`config.mk`:
```
export PLATFORM = sky130hd
export DESIGN_NAME = tfd_decoder
export DESIGN_NICKNAME = d
export VERILOG_FILES = /design/src/rtl/tfd_pkg.sv /design/src/rtl/tfd_fields.sv /design/src/rtl/tfd_opdecode.sv /design/src/rtl/tfd_stage.sv /design/src/rtl/tfd_decoder.sv
export SDC_FILE = /design/constraint.sdc
export NUM_CORES = 1
export LEC_CHECK = 0
export BUFFER_PORTS_ARGS = -buffer_cell sky130_fd_sc_hd__buf_2
export CAP_MARGIN = 25
export CELL_PAD_IN_SITES_DETAIL_PLACEMENT = 2
export CELL_PAD_IN_SITES_GLOBAL_PLACEMENT = 2
export CORE_UTILIZATION = 34
export CTS_BUF_LIST = sky130_fd_sc_hd__clkbuf_4 sky130_fd_sc_hd__clkbuf_8
export CTS_CLUSTER_DIAMETER = 120
export DETAILED_ROUTE_END_ITERATION = 7
export PLACE_DENSITY = 0.86
export REMOVE_ABC_BUFFERS = 1
export SLEW_MARGIN = 20
export SYNTH_ARGS = -nofsm -noshare
export SYNTH_HDL_FRONTEND = slang
export SYNTH_HIERARCHICAL = 1
export SYNTH_SLANG_ARGS = --single-unit
export TNS_END_PERCENT = 1
```
`constraint.sdc`:
```
create_clock -name clk -period 7.22 [get_ports clk]
set_input_delay 1.083 -clock clk [delete_from_list [all_inputs] [get_ports clk]]
set_output_delay 1.083 -clock clk [all_outputs]
set_load 0.05 [all_outputs]
```
`src/rtl/tfd_pkg.sv`:
```
package tfd_pkg;

    localparam int INSTR_W  = 32;
    localparam int OP_W     = 6;
    localparam int REG_W    = 5;
    localparam int FN_W     = 6;
    localparam int IMM_W    = 16;
    localparam int TGT_W    = INSTR_W - OP_W;
    localparam logic [REG_W-1:0] LINK_REG = '1;

    localparam logic [OP_W-1:0] OP_RFORM = 6'b000000;
    localparam logic [OP_W-1:0] OP_J     = 6'b000010;
    localparam logic [OP_W-1:0] OP_JAL   = 6'b000011;
    localparam logic [OP_W-1:0] OP_BEQ   = 6'b000100;
    localparam logic [OP_W-1:0] OP_BNE   = 6'b000101;
    localparam logic [OP_W-1:0] OP_ADDI  = 6'b001000;
    localparam logic [OP_W-1:0] OP_ORI   = 6'b001101;
    localparam logic [OP_W-1:0] OP_LUI   = 6'b001111;
    localparam logic [OP_W-1:0] OP_LW    = 6'b100011;
    localparam logic [OP_W-1:0] OP_SW    = 6'b101011;

    localparam logic [FN_W-1:0] FN_JR    = 6'b001000;
    localparam logic [FN_W-1:0] FN_ADD   = 6'b100000;
    localparam logic [FN_W-1:0] FN_SUB   = 6'b100010;
    localparam logic [FN_W-1:0] FN_SLT   = 6'b101010;

    typedef enum logic [1:0] {
        DST_RD   = 2'd0,
        DST_RT   = 2'd1,
        DST_LINK = 2'd2
    } dst_sel_e;

    typedef enum logic [2:0] {
        ALU_ADD = 3'd0,
        ALU_SUB = 3'd1,
        ALU_SLT = 3'd2,
        ALU_OR  = 3'd3,
        ALU_UPR = 3'd4
    } alu_op_e;

    typedef enum logic [1:0] {
        EXT_SIGN  = 2'd0,
        EXT_ZERO  = 2'd1,
        EXT_UPPER = 2'd2
    } ext_mode_e;

    typedef struct packed {
        logic [OP_W-1:0]  op;
        logic [REG_W-1:0] rs;
        logic [REG_W-1:0] rt;
        logic [REG_W-1:0] rd;
        logic [REG_W-1:0] shamt;
        logic [FN_W-1:0]  funct;
        logic [IMM_W-1:0] imm;
        logic [TGT_W-1:0] target;
    } fields_t;

    typedef struct packed {
        logic             reg_we;
        dst_sel_e         dst_sel;
        logic [REG_W-1:0] dst_idx;
        alu_op_e          alu_op;
        ext_mode_e        ext_mode;
        logic             mem_rd;
        logic             mem_wr;
        logic             br_eq;
        logic             br_ne;
        logic             jump;
        logic             link;
        logic             jreg;
        logic             illegal;
    } ctrl_t;

    function automatic logic [REG_W-1:0] pick_dst(input dst_sel_e sel, input fields_t f);
        case (sel)
            DST_RT:   return f.rt;
            DST_LINK: return LINK_REG;
            default:  return f.rd;
        endcase
    endfunction

endpackage

```
`src/rtl/tfd_fields.sv`:
```
module tfd_fields
    import tfd_pkg::*;
(
    input  logic [INSTR_W-1:0] instr,
    output fields_t            fields
);
    localparam int RS_LO = INSTR_W - OP_W - REG_W;
    localparam int RT_LO = RS_LO - REG_W;
    localparam int RD_LO = RT_LO - REG_W;
    localparam int SH_LO = RD_LO - REG_W;

    always_comb begin
        fields.op     = instr[INSTR_W-1 -: OP_W];
        fields.rs     = instr[RS_LO +: REG_W];
        fields.rt     = instr[RT_LO +: REG_W];
        fields.rd     = instr[RD_LO +: REG_W];
        fields.shamt  = instr[SH_LO +: REG_W];
        fields.funct  = instr[FN_W-1:0];
        fields.imm    = instr[IMM_W-1:0];
        fields.target = instr[TGT_W-1:0];
    end
endmodule

```
`src/rtl/tfd_opdecode.sv`:
```
module tfd_opdecode
    import tfd_pkg::*;
(
    input  fields_t fields,
    output ctrl_t   ctrl
);
    logic     wants_wr;
    logic     bad;
    dst_sel_e sel;
    ctrl_t    c;

    always_comb begin
        c        = '0;
        wants_wr = 1'b0;
        bad      = 1'b0;
        sel      = DST_RD;
        case (fields.op)
            OP_RFORM: begin
                case (fields.funct)
                    FN_ADD: begin wants_wr = 1'b1; c.alu_op = ALU_ADD; end
                    FN_SUB: begin wants_wr = 1'b1; c.alu_op = ALU_SUB; end
                    FN_SLT: begin wants_wr = 1'b1; c.alu_op = ALU_SLT; end
                    FN_JR:  c.jreg = 1'b1;
                    default: bad = 1'b1;
                endcase
            end
            OP_ADDI: begin
                wants_wr = 1'b1; sel = DST_RT;
                c.alu_op = ALU_ADD; c.ext_mode = EXT_SIGN;
            end
            OP_ORI: begin
                wants_wr = 1'b1; sel = DST_RT;
                c.alu_op = ALU_OR; c.ext_mode = EXT_ZERO;
            end
            OP_LUI: begin
                wants_wr = 1'b1; sel = DST_RT;
                c.alu_op = ALU_UPR; c.ext_mode = EXT_UPPER;
            end
            OP_LW: begin
                wants_wr = 1'b1; sel = DST_RT;
                c.alu_op = ALU_ADD; c.ext_mode = EXT_SIGN; c.mem_rd = 1'b1;
            end
            OP_SW: begin
                c.alu_op = ALU_ADD; c.ext_mode = EXT_SIGN; c.mem_wr = 1'b1;
            end
            OP_BEQ: begin c.alu_op = ALU_SUB; c.br_eq = 1'b1; end
            OP_BNE: begin c.alu_op = ALU_SUB; c.br_ne = 1'b1; end
            OP_J:   c.jump = 1'b1;
            OP_JAL: begin
                wants_wr = 1'b1; sel = DST_LINK;
                c.jump = 1'b1; c.link = 1'b1;
            end
            default: bad = 1'b1;
        endcase

        if (wants_wr) begin
            c.dst_sel = sel;
            c.dst_idx = pick_dst(sel, fields);
            c.reg_we  = (c.dst_idx != '0);
        end

        if (bad) begin
            c         = '0;
            c.illegal = 1'b1;
        end
        ctrl = c;
    end
endmodule

```
`src/rtl/tfd_stage.sv`:
```
module tfd_stage
    import tfd_pkg::*;
(
    input  logic    clk,
    input  logic    rst,
    input  fields_t fields_d,
    input  ctrl_t   ctrl_d,
    output fields_t fields_q,
    output ctrl_t   ctrl_q
);
    always_ff @(posedge clk) begin
        if (rst) begin
            fields_q <= '0;
            ctrl_q   <= '0;
        end else begin
            fields_q <= fields_d;
            ctrl_q   <= ctrl_d;
        end
    end
endmodule

```
`src/rtl/tfd_decoder.sv`:
```
module tfd_decoder
    import tfd_pkg::*;
(
    input  logic                clk,
    input  logic                rst,
    input  logic [INSTR_W-1:0]  i_instr,
    output logic [REG_W-1:0]    o_rs,
    output logic [REG_W-1:0]    o_rt,
    output logic [REG_W-1:0]    o_rd,
    output logic [REG_W-1:0]    o_shamt,
    output logic [IMM_W-1:0]    o_imm,
    output logic [TGT_W-1:0]    o_target,
    output logic                o_reg_we,
    output logic [1:0]          o_dst_sel,
    output logic [REG_W-1:0]    o_dst_idx,
    output logic [2:0]          o_alu_op,
    output logic [1:0]          o_ext_mode,
    output logic                o_mem_rd,
    output logic                o_mem_wr,
    output logic                o_br_eq,
    output logic                o_br_ne,
    output logic                o_jump,
    output logic                o_link,
    output logic                o_jreg,
    output logic                o_illegal
);
    fields_t f_d, f_q;
    ctrl_t   c_d, c_q;

    tfd_fields u_fields (
        .instr  (i_instr),
        .fields (f_d)
    );

    tfd_opdecode u_dec (
        .fields (f_d),
        .ctrl   (c_d)
    );

    tfd_stage u_stage (
        .clk      (clk),
        .rst      (rst),
        .fields_d (f_d),
        .ctrl_d   (c_d),
        .fields_q (f_q),
        .ctrl_q   (c_q)
    );

    logic unused_q;
    assign unused_q = ^{f_q.op, f_q.funct};

    assign o_rs       = f_q.rs;
    assign o_rt       = f_q.rt;
    assign o_rd       = f_q.rd;
    assign o_shamt    = f_q.shamt;
    assign o_imm      = f_q.imm;
    assign o_target   = f_q.target;
    assign o_reg_we   = c_q.reg_we;
    assign o_dst_sel  = c_q.dst_sel;
    assign o_dst_idx  = c_q.dst_idx;
    assign o_alu_op   = c_q.alu_op;
    assign o_ext_mode = c_q.ext_mode;
    assign o_mem_rd   = c_q.mem_rd;
    assign o_mem_wr   = c_q.mem_wr;
    assign o_br_eq    = c_q.br_eq;
    assign o_br_ne    = c_q.br_ne;
    assign o_jump     = c_q.jump;
    assign o_link     = c_q.link;
    assign o_jreg     = c_q.jreg;
    assign o_illegal  = c_q.illegal;
endmodule

```
# After elaboration in Yosys (flattened, before gate mapping)

Cells that the tools add are included.

Register bits: 83
Bits of input ports: 34
Output and inout port bits: 83

Equality and inequality tests: 15
Muxes and demuxes: 18
Bitwise gates (word level): 2
Reductions and logical operators: 12

Operator list:

| cell                                                                  | number |
|---|---|
| 6-bit equality test, second input constant                            | 5 |
| 6-bit by 4-bit equality test with 1-bit output, second input constant | 4 |
| 6-bit by 2-bit equality test with 1-bit output, second input constant | 2 |
| 6-bit by 3-bit equality test with 1-bit output, second input constant | 2 |
| 2-bit case mux with 2 select lines                                    | 3 |
| 3-bit case mux with 4 select lines                                    | 1 |
| 1-bit 2-to-1 mux                                                      | 10 |
| 5-bit case mux with 2 select lines                                    | 1 |
| 3-bit OR reduction                                                    | 3 |
| 9-bit OR reduction                                                    | 1 |
| 4-bit OR reduction                                                    | 2 |
| 6-bit zero test                                                       | 1 |
| 2-bit OR reduction                                                    | 3 |
| 5-bit 2-to-1 mux                                                      | 1 |
| 5-bit nonzero test                                                    | 1 |
| 5-bit OR reduction                                                    | 1 |
| 1-bit case mux with 2 select lines                                    | 2 |
| 2-bit by 1-bit equality test with 1-bit output, second input constant | 1 |
| 2-bit equality test, second input constant                            | 1 |
| 1-bit NOT                                                             | 2 |

# Logic depth before layout (Yosys ltp)

Depth in word-level cells: 7
Gate-level depth with buffers: 12

# Cells and area by module

The synthesis kept the hierarchy.

By module, submodules not included:

| module       | times used | cells each | area an instance (um^2) | seq. area each (um^2) |
|---|---|---|---|---|
| tfd_stage    | 1          | 200        | 2561.2                  | 1901.8 |
| tfd_fields   | 1          | 74         | 555.5                   | 0.0 |
| tfd_opdecode | 1          | 83         | 514.2                   | 0.0 |

# Least setup slack after synthesis

Ideal clock, no wire load.

Path type: in2reg
Start: input port i_instr[29]
End: register u_stage/ctrl_q[20] (netlist bit)
Arrival: 3.198 ns
Data required time: 7.102 ns
Setup slack: 3.905 ns
Cell stages on the path: 12
Buffers on the path: 2
Cell sequence: buf_4 > buf_2 > nor3b_1 > nand2_1 > nor3_1 > inv_1 > ha_1 > nor2_1 > a21oi_1 > nor4_1 > a22oi_2 > nor2b_1

Cells in the longest elaborated chain, start to end: 7
Elaborated cells between the ends (all ways): 23
Those cells by class: 11 x eq/ne; 5 x mux; 1 x bitwise; 6 x reduce/logical

RTL lines:

| item                                                                                  | RTL line           | RTL |
|---|---|---|
| from (decl)                                                                           | tfd_decoder.sv:6   | `input logic [INSTR_W-1:0] i_instr,` |
| 6-bit by 4-bit equality test with 1-bit output or 6-bit equality test (tied branches) | tfd_opdecode.sv:17 | `case (fields.op)` |
| 4-bit OR reduction (no line)                                                          | -                  |  |
| 2-bit case mux with 2 select lines                                                    | tfd_opdecode.sv:17 |  |
| 2-bit equality test or 2-bit by 1-bit equality test with 1-bit output (tied branches) | tfd_pkg.sv:75      | `case (sel)` |
| 5-bit case mux with 2 select lines                                                    | tfd_pkg.sv:75      |  |
| 5-bit 2-to-1 mux                                                                      | tfd_opdecode.sv:56 | `if (wants_wr) begin` |
| 5-bit nonzero test                                                                    | tfd_opdecode.sv:59 | `c.reg_we = (c.dst_idx != '0);` |
| to (signal assigned)                                                                  | tfd_stage.sv:17    | `ctrl_q <= ctrl_d;` |
| to (decl)                                                                             | tfd_stage.sv:9     | `output ctrl_t ctrl_q` |

Several ways; a longest one is shown, not always the timed one. The select of a mux whose other input is x is not followed.
A chain may end at the register's enable or synchronous reset.

# Worst setup path after layout

Ends and elaborated chain as after synthesis.

==> flow_metrics.py <==
metrics = {
    "sta": {
        "min_period_over_period_pct": 46.2,
        "setup_tns_ns": 0,
        "rsz0062_at_grt": "false",
        "finalMaxSlewViolations": 0,
        "setup_violations": 0,
        "slew_headroom_pct": 46.1,
        "fmax_mhz": 300,
        "min_period_ns": 3.33,
        "worst_pin_slew_ns": 0.809,
        "final-hold-violation-count": 0,
    },
    "job": {
        "maxCapViolCount": 0,
    },
    "pwr": {
        "p_int_mw": 0.647,
        "p_sw_mw": 0.279,
        "power.density_nw_per_um2": 258,
        "vdd_ir_drop_max_v": 0.0000902,
        "power.total_mw": 0.926,
        "p_clk_share_pct": 32.4,
        "pwr-share-comb_pct": 15.6,
        "power_leakage_nw": 1.67,
        "swShare_pct": 30.1,
        "seqPwrFrac_pct": 52.0,
    },
    "worst_hold_path": {
        "min_from": "i_instr[21]",
        "hold_class": "in2reg",
    },
    "clock_network": {
        "htree_levels": 3,
        "cts_resized": 0,
        "cts_root_buf": "clkbuf_8",
        "cts_hold_buffers": 0,
        "clk_pin_slew_worst_paths_ns": 0.09,
        "cts_tree": "built",
        "clockBufferDepth": 2,
        "post_cts_buffers": 0,
        "cts_sinks": 83,
        "cts-buffers-inserted": 9,
    },
    "setup_path": {
        "crit_start": "i_instr[29]",
        "worstPathMaxFanout": 11,
        "critPathLaunchType": "input pin",
        "path_class": "in2reg",
        "end_kind": "register",
        "crit_arrival_ns": 3.54,
        "crit_required_ns": 7.43,
    },
    "synth": {
        "yosysWarnings": 6,
        "synthCells": 333,
        "syn_avg_cell_area_sq_um": 9.96,
        "syn_area_sq_um": 3320,
    },
    "floorplanning": {
        "core_area_sq_um": 9330,
        "start_util_pct": 35.5,
        "fp.dieArea_sq_um": 10200,
        "row_count": 35,
        "ios": 117,
        "die_x_microns": 101,
        "die_y_microns": 101,
    },
    "global_route": {
        "grt_pass1_wl_microns": 11200,
        "antenna_found_initial": 0,
        "grt_usage_pct": 14.5,
        "grt_pass1_vias": 2266,
        "grt-ovfl-total": 0,
        "grt_max_degree": 84,
    },
    "routing": {
        "routedWlPerCell_microns": 14.2,
        "drt_iter0_drc": 32,
        "vias": 2153,
        "first_pass_iters": 3,
        "wl_microns": 7150,
        "drc": 0,
        "drtAntennaViolNets": 0,
        "via_per_inst": 4.26,
    },
    "final_layout": {
        "layout_commonest_cell": "buf_2",
        "area_growth_syn_to_layout_pct": 8.38,
        "final_cell_mix": "116 x buf_2, 87 x nor2b_1, 83 x dfxtp_1",
        "n_antenna_cell": 0,
        "drive_gt1_share_pct": 36.4,
        "final_nets": 408,
    },
    "placed_design": {
        "dp_hpwl_microns": 5370,
        "portBuffers": 116,
        "gp_congestion": 0.706,
    },
    "run_status": {
        "status": "finished, final reports clean",
    },
}
==> routing by layer <==
layer  global-route usage (%)  up-vias  routed length, microns  share of wire (%)
met2                     26.9       73                    3730                 52
met1                     15.6     1020                    2900                 41
met5                        0        -                       0                  0
li1                         -     1050                       -                  -
met4                     6.13        0                     113                1.6
met3                     3.61       10                     406                5.7
==> state kept, by name, indices dropped and copies added, names as in the netlist <==
| register | cells |
|---|---|
| u_stage/ctrl_q | 21 |
| u_stage/fields_q | 62 |
==> power by group through the flow <==
| stage | sequential (mW) | clock [mW] | combinational, mW |
|---|---|---|---|
| 6_report | 0.482 | 0.300 | 0.145 |
| 5_1_grt | 0.484 | 0.335 | 0.154 |
| 4_1_cts | 0.482 | 0.316 | 0.146 |
| 3_5_place_dp | 0.493 | 0 | 0.146 |
| 3_3_place_gp | 0.492 | 0 | 0.142 |
| 2_1_floorplan | 0.564 | 0 | 0.0245 |
==> path summary, 6_finish.rpt <==
| kind | to | depth (start not counted) |
|---|---|---|
| min | u_stage/fields_q[21]$_SDFF_PP0_ | 2 |
| max | u_stage/ctrl_q[20]$_SDFF_PP0_ | 11 |
==> worst max-delay path, stage by stage <==
cell and delay [ns]:
buf_2 0.16, nor3b_1 0.38, nand2_1 0.19, nor3_1 0.23, inv_1 0.11, ha_1 0.39
nor2_1 0.27, a21oi_1 0.15, nor4_1 0.35, a22oi_2 0.08, nor2b_1 0.15
==> per-stage QoR <==
stage                     setup WS [ns]  utilization [%]  hold slack (ns)  instance area (sq um)  std cells
after floorplan                    4.19                -             1.15                   2670        243
after global placement             3.79             36.6             1.31                   3420        489
after detailed placement           3.51             36.6             1.32                   3420        489
after CTS                          3.87             38.5            0.946                   3590        505
after global routing               3.66             38.5            0.960                   3590        505
final                              3.89             38.5            0.961                   3590        505
==> cell type report <==
| class | instances | area, sq um |
|---|---|---|
| clock buffers | 11 | 139 |
| inverters | 3 | 11.3 |
| clock inverters | 5 | 38.8 |
| fillers | 1057 | 5730 |
| repair buffers | 117 | 588 |
| multi-input cells | 157 | 993 |
| well taps | 129 | 161 |
| flip-flops and latches | 83 | 1660 |
(Power assumes the default switching activity.)
